### src/rtl/sif_pkg.sv
package sif_pkg;

    localparam int DATA_W = 16;
    localparam int BYTE_W = 8;
    localparam int NIB_W  = 4;
    localparam int CNT_W  = $clog2(DATA_W);
    localparam int BCNT_W = $clog2(BYTE_W);

    typedef enum logic [2:0] {
        OP_NONE = 3'd0,
        OP_INC  = 3'd1,
        OP_DEC  = 3'd2,
        OP_SHR  = 3'd3,
        OP_SHL  = 3'd4,
        OP_SAR  = 3'd5
    } sif_op_e;

    typedef struct packed {
        logic z;
        logic ac;
        logic cy;
    } sif_flags_t;

    typedef struct packed {
        logic [DATA_W-1:0] res;
        sif_flags_t        flg;
        sif_flags_t        we;
    } sif_out_t;

    function automatic logic is_shift(input logic [2:0] op);
        return (op == OP_SHR) || (op == OP_SHL) || (op == OP_SAR);
    endfunction

    function automatic logic is_step(input logic [2:0] op);
        return (op == OP_INC) || (op == OP_DEC);
    endfunction

endpackage

### src/rtl/sif_shifter.sv
module sif_shifter #(
    parameter int  W   = 8,
    localparam int STG = $clog2(W)
) (
    input  logic [W-1:0]   val_i,
    input  logic [STG-1:0] cnt_i,
    input  logic           left_i,
    input  logic           arith_i,
    input  logic           cy_i,
    output logic [W-1:0]   val_o,
    output logic           cy_o
);

    logic [STG:0][W-1:0] stage_v;
    logic [STG:0]        stage_c;

    assign stage_v[0] = val_i;
    assign stage_c[0] = cy_i;

    for (genvar k = 0; k < STG; k++) begin : g_stage
        localparam int S = 1 << k;
        logic [W-1:0] moved;
        logic         lost;
        logic         fill;

        assign fill  = arith_i & stage_v[k][W-1];
        assign moved = left_i ? (stage_v[k] << S)
                              : ((stage_v[k] >> S) | ({W{fill}} << (W - S)));
        assign lost  = left_i ? stage_v[k][W-S] : stage_v[k][S-1];

        assign stage_v[k+1] = cnt_i[k] ? moved : stage_v[k];
        assign stage_c[k+1] = cnt_i[k] ? lost  : stage_c[k];
    end

    assign val_o = stage_v[STG];
    assign cy_o  = stage_c[STG];

endmodule

### src/rtl/sif_incdec.sv
module sif_incdec
    import sif_pkg::*;
(
    input  logic [DATA_W-1:0] a_i,
    input  logic              word_i,
    input  logic              dec_i,
    output logic [DATA_W-1:0] res_o,
    output logic              z_o,
    output logic              ac_o
);

    logic [BYTE_W-1:0] lo;
    logic [DATA_W-1:0] full;

    always_comb begin
        lo    = dec_i ? (a_i[BYTE_W-1:0] - 1'b1) : (a_i[BYTE_W-1:0] + 1'b1);
        full  = dec_i ? (a_i - 1'b1) : (a_i + 1'b1);
        res_o = word_i ? full : {{(DATA_W-BYTE_W){1'b0}}, lo};
        z_o   = (lo == '0);
        ac_o  = dec_i ? (a_i[NIB_W-1:0] == '0) : (a_i[NIB_W-1:0] == '1);
    end

endmodule

### src/rtl/sif_unit.sv
module sif_unit
    import sif_pkg::*;
(
    input  logic              clk,
    input  logic              rst,
    input  logic [2:0]        op_i,
    input  logic              word_i,
    input  logic [DATA_W-1:0] opnd_i,
    input  logic [CNT_W-1:0]  cnt_i,
    input  logic              z_i,
    input  logic              ac_i,
    input  logic              cy_i,
    output logic [DATA_W-1:0] res_o,
    output logic              z_o,
    output logic              ac_o,
    output logic              cy_o,
    output logic              z_we_o,
    output logic              ac_we_o,
    output logic              cy_we_o
);

    logic              left, arith;
    logic [BYTE_W-1:0] b_val;
    logic              b_cy;
    logic [DATA_W-1:0] w_val;
    logic              w_cy;
    logic [DATA_W-1:0] step_res;
    logic              step_z, step_ac;
    sif_out_t          nxt, cur;
    sif_flags_t        fin;

    assign left  = (op_i == OP_SHL);
    assign arith = (op_i == OP_SAR);
    assign fin   = '{z: z_i, ac: ac_i, cy: cy_i};

    sif_shifter #(.W(BYTE_W)) u_bshift (
        .val_i  (opnd_i[BYTE_W-1:0]),
        .cnt_i  (cnt_i[BCNT_W-1:0]),
        .left_i (left),
        .arith_i(arith),
        .cy_i   (cy_i),
        .val_o  (b_val),
        .cy_o   (b_cy)
    );

    sif_shifter #(.W(DATA_W)) u_wshift (
        .val_i  (opnd_i),
        .cnt_i  (cnt_i),
        .left_i (left),
        .arith_i(arith),
        .cy_i   (cy_i),
        .val_o  (w_val),
        .cy_o   (w_cy)
    );

    sif_incdec u_step (
        .a_i   (opnd_i),
        .word_i(word_i),
        .dec_i (op_i == OP_DEC),
        .res_o (step_res),
        .z_o   (step_z),
        .ac_o  (step_ac)
    );

    always_comb begin
        nxt     = '0;
        nxt.flg = fin;
        if (is_step(op_i)) begin
            nxt.res = step_res;
            if (!word_i) begin
                nxt.flg.z  = step_z;
                nxt.flg.ac = step_ac;
                nxt.we.z   = 1'b1;
                nxt.we.ac  = 1'b1;
            end
        end else if (is_shift(op_i)) begin
            nxt.we.cy = 1'b1;
            if (word_i) begin
                nxt.res    = w_val;
                nxt.flg.cy = w_cy;
            end else begin
                nxt.res    = {{(DATA_W-BYTE_W){1'b0}}, b_val};
                nxt.flg.cy = b_cy;
            end
        end
    end

    always_ff @(posedge clk) begin
        if (rst) cur <= '0;
        else     cur <= nxt;
    end

    assign res_o   = cur.res;
    assign z_o     = cur.flg.z;
    assign ac_o    = cur.flg.ac;
    assign cy_o    = cur.flg.cy;
    assign z_we_o  = cur.we.z;
    assign ac_we_o = cur.we.ac;
    assign cy_we_o = cur.we.cy;

    assert_byte_step_flags_R2: assert property (@(posedge clk) disable iff (rst)
        (!rst && is_step(op_i) && !word_i) |=>
            (z_we_o && ac_we_o && !cy_we_o && cy_o == $past(cy_i)
             && res_o[DATA_W-1:BYTE_W] == '0));

    assert_word_step_quiet_R4: assert property (@(posedge clk) disable iff (rst)
        (!rst && is_step(op_i) && word_i) |=>
            (!z_we_o && !ac_we_o && !cy_we_o
             && z_o == $past(z_i) && ac_o == $past(ac_i) && cy_o == $past(cy_i)));

    assert_shift_carry_only_R8: assert property (@(posedge clk) disable iff (rst)
        (!rst && is_shift(op_i)) |=>
            (cy_we_o && !z_we_o && !ac_we_o
             && z_o == $past(z_i) && ac_o == $past(ac_i)));

    assert_zero_count_R9: assert property (@(posedge clk) disable iff (rst)
        (!rst && is_shift(op_i) && word_i && cnt_i == '0) |=>
            (res_o == $past(opnd_i) && cy_o == $past(cy_i)));

    assert_idle_code_R11: assert property (@(posedge clk) disable iff (rst)
        (!rst && !is_shift(op_i) && !is_step(op_i)) |=>
            (res_o == '0 && !z_we_o && !ac_we_o && !cy_we_o));

    assert_enable_subset_R1: assert property (@(posedge clk) disable iff (rst)
        !(cy_we_o && (z_we_o || ac_we_o)));

endmodule

### config.mk
export PLATFORM = sky130hd
export DESIGN_NAME = sif_unit
export DESIGN_NICKNAME = d
export VERILOG_FILES = /design/src/rtl/sif_pkg.sv /design/src/rtl/sif_shifter.sv /design/src/rtl/sif_incdec.sv /design/src/rtl/sif_unit.sv
export SDC_FILE = /design/constraint.sdc
export NUM_CORES = 1
export LEC_CHECK = 0
export BUFFER_PORTS_ARGS = -buffer_cell sky130_fd_sc_hd__buf_2
export CELL_PAD_IN_SITES_DETAIL_PLACEMENT = 2
export CELL_PAD_IN_SITES_GLOBAL_PLACEMENT = 2
export CORE_ASPECT_RATIO = 2
export CORE_MARGIN = 1.5
export CORE_UTILIZATION = 37
export DETAILED_ROUTE_END_ITERATION = 7
export PLACE_DENSITY = 0.95
export SLEW_MARGIN = 20
export SYNTH_ARGS = -nofsm -noshare
export SYNTH_HDL_FRONTEND = slang
export SYNTH_SLANG_ARGS = --single-unit
export TNS_END_PERCENT = 10
### constraint.sdc
create_clock -name clk -period 6.9 [get_ports clk]
set_input_delay 0.69 -clock clk [delete_from_list [all_inputs] [get_ports clk]]
set_output_delay 0.69 -clock clk [all_outputs]
set_load 0.05 [all_outputs]
==> summary.md <==
The run finished with clean final reports. For this block, the initial DRC count from the detailed router was 503. The placed standard-cell area is 0.00403 mm2, and the transition time at the pin with the least slew margin is 0.853 ns. Summing the sequential cell areas from Yosys gives 11.1% of the chip area.

The first detailed-routing pass ran for 5 iterations. For this run, design rule violations remaining after detail routing come to 0. Leaving out fill and tap cells, the most frequent cell in the layout is sky130_fd_sc_hd__buf_2.

The worst path uses 49.5% of the clock period. The met3 layer wire length in the routed design is 1070 um. The logs give 1 for the initial antenna violation count and 2 for the maximum clock path buffer count.

Of the total power, the share spent switching nets is 48.4%. After synthesis, the mean cell area works out to 7.26 um2. The tools report the startpoint class of the critical path as an input port.

In this run, post-CTS hold repair placed 0 buffers. For the via count of the first global-routing pass, the log shows 5171. The detailed router used layers up to and including met5. The number of antenna diodes in the final layout is 0.

The logs give 0 for the count of final setup violators and 10500 um for the wire length on met2. The type of element capturing the critical path was a flop. Summed over all nets, the half-perimeter wirelength after detailed placement is 15700 um. Compared with the post-synthesis result, the final layout area differs by 8.06%.

H-tree level count: 1. Internal portion of total power: 304 uW. The count of cells in the finished layout, fillers not included, comes to 671. During I/O placement, the number of pins put on the boundary was 51.

Data on the critical path is required at its endpoint by 7.06 ns. For this run, the leading register cell type out of synthesis is sky130_fd_sc_hd__dfxtp_1. Summing internal, switching and leakage power gives 590 uW.

The detailed router put a total of 6940 um of wire on met1. The CTS buffer count is 3, and the final net count is 582. Of all nets on the critical path, the largest fanout is 22. The cell area after synthesis is 0.00380 mm2, and the wire length of the first global-routing pass is 30600 um. Dividing the detail-routed via count by the number of cells gives 7.11. The shortest clock period the worst path allows after layout is 3.42 ns, and the post-detailed-route wirelength per cell is 30.7 um. The cell taking the most area after synthesis was sky130_fd_sc_hd__dfxtp_1.

The count of buffers added by post-CTS timing repair for setup is 0, and the count of warnings emitted by yosys is 0. Total net switching power: 286 uW. TritonCTS built the clock tree. After clock tree synthesis, the clock-pin slew on the worst setup and hold paths is 0.06 ns. The all-layer global routing usage was 38.5%.

For this design the ratio of total power to cell area is 144 mW/mm2. The critical path is of the in -> reg type. The post-synth net total is 569. In the final timing run, aggregate negative setup slack is 0 ns. Summed over all layers, the global routing overflow is 0.

Root cell of the clock tree: sky130_fd_sc_hd__clkbuf_16. During placement, the flow inserted port buffers numbering 50. The total leakage power came out at 1.64 nW. The overall die width was 74.7 um.

Remaining max-slew budget at the tightest pin: 42.8%. The die height came out at 146 um. Setup repair after global routing left no endpoint under its margin. Of the total power, the clock network draws 23.2%.

The routed layout has 4771 vias. Combinational logic burns 54.1% of the power. The post-cts resize count was 0. The arrival time at the worst endpoint is 3.57 ns.

For the worst-case setup slack after placement, the log shows 3.26 ns. The path type of the worst min-delay path is in -> reg. Row generation in the floorplan step produced 52 rows. The post-synthesis async set-or-reset flop share is 0%. The die covers 0.0109 mm2. Derived from the worst setup path, the maximum achievable clock frequency is 0.293 GHz. The number of hold violations in the final report is 0, and the register share of total power is 22.7%. The number of enable flip-flop cells after synthesis works out to 0.

With fillers left out, the area of the finished cells amounts to 0.00411 mm2. Post-detailed-route count of antenna-violating nets: 0. The logs give 20600 um for the total wire length after detailed routing and 21 for the total clock sinks. For the number of distinct library cells after synthesis, the log shows 84. The tool flagged a number of max-cap violations equal to 0. Placer's final routability congestion estimate: 1.06. In the layout the commonest cells are sky130_fd_sc_hd__buf_2 (50), sky130_fd_sc_hd__nand2_1 (46), sky130_fd_sc_hd__nor2_1 (44), sky130_fd_sc_hd__a21oi_1 (39), sky130_fd_sc_hd__o21ai_0 (31).

The worst path meets setup with 3.48 ns of slack. Starting utilization of the core area: 37.7%. The tools report the largest net degree at the start of global routing as 66. After synthesis, the largest area contributor takes up 11.1% of total cell area. Counting every instance in the synthesized netlist gives 524.

Synthesis inferred 21 register bits. After synthesis, the cell types taking the most area are sky130_fd_sc_hd__dfxtp_1 (11%), sky130_fd_sc_hd__a21oi_1 (5.1%), sky130_fd_sc_hd__ha_1 (4.9%), sky130_fd_sc_hd__nand2_1 (4.5%), sky130_fd_sc_hd__nor2_1 (4.3%). For the count of final max-slew check failures, the log shows 0. The total area inside the core boundary comes to 0.0101 mm2. Cells with a size suffix above 1 make up 16.6% of the layout. IR analysis of the VDD net gives a maximum drop of 103 uV. Including well taps, the total number of placed cells is 667.
## Yosys cell counts, types with 12 or more instances
cell	n
sky130_fd_sc_hd__a211oi_1	15
sky130_fd_sc_hd__a21o_1	14
sky130_fd_sc_hd__a21oi_1	39
sky130_fd_sc_hd__buf_2	18
sky130_fd_sc_hd__clkbuf_1	21
sky130_fd_sc_hd__dfxtp_1	21
sky130_fd_sc_hd__ha_1	15
sky130_fd_sc_hd__nand2_1	46
sky130_fd_sc_hd__nand2b_1	12
sky130_fd_sc_hd__nand3_1	15
sky130_fd_sc_hd__nor2_1	44
sky130_fd_sc_hd__nor3_1	13
sky130_fd_sc_hd__o211ai_1	12
sky130_fd_sc_hd__o21ai_0	31
## worst max-delay path: stages
cell	delay, ns
sky130_fd_sc_hd__buf_2	0.35
sky130_fd_sc_hd__or3b_1	0.57
sky130_fd_sc_hd__buf_4	0.41
sky130_fd_sc_hd__nand2_1	0.22
sky130_fd_sc_hd__o311ai_1	0.77
sky130_fd_sc_hd__o21ai_0	0.30
sky130_fd_sc_hd__o22a_1	0.25
## worst paths after layout
check     from                  end  slack [ns]  cells past startpoint
max    op_i[0]  res_o[2]$_SDFF_PP0_        3.48                      7
min       ac_i      ac_o$_SDFF_PP0_        0.71                      3
## registers in the layout, indices dropped and copies added, names as in the netlist
register	flops
ac_o	1
cy_o	1
cy_we_o	1
res_o	16
z_o	1
z_we_o	1
## metal layers
metal	vias to the layer above	global-route usage [%]
met3	96	5.11
met2	243	66.2
met4	2	30.6
li1	2055	-
met1	2375	39.8
met5	-	0
## cell type report
class / count / area [um2]
fillers: 1223 / 5980
multi-input cells: 442 / 3090
flip-flops and latches: 21 / 420
repair buffers: 57 / 303
well taps: 135 / 169
clock buffers: 3 / 75.1
inverters: 12 / 45.0
clock inverters: 1 / 5.00
## through the flow
| step | hold slack (ns) | utilization, % |
|---|---|---|
| final | 0.708 | 40.7 |
| after global routing | 0.734 | 40.7 |
| after CTS | 0.716 | 40.7 |
| after detailed placement | 0.999 | 40.0 |
| after global placement | 0.989 | 40.0 |
| after floorplan | 0.763 | - |
## power groups by stage
stage / logic, mW / clock network (mW) / registers [mW]
final: 0.319 / 0.137 / 0.134
after global routing: 0.333 / 0.138 / 0.134
after CTS: 0.311 / 0.137 / 0.134
after detailed placement: 0.309 / 0 / 0.136
after global placement: 0.299 / 0 / 0.136
after floorplan: 0.181 / 0 / 0.164
## cells by family after synthesis
kind of cell / share of synthesized area, %
AO/OA/AOI/OAI: 40.7
AND/OR/NAND/NOR: 25.2
buffers and inverters: 7.63
flip-flops: 11.1
multiplexers: 6.75
adder cells (fa/ha/maj): 5.46
XOR/XNOR: 3.22
No activity file was read; power rests on OpenSTA's default activity.
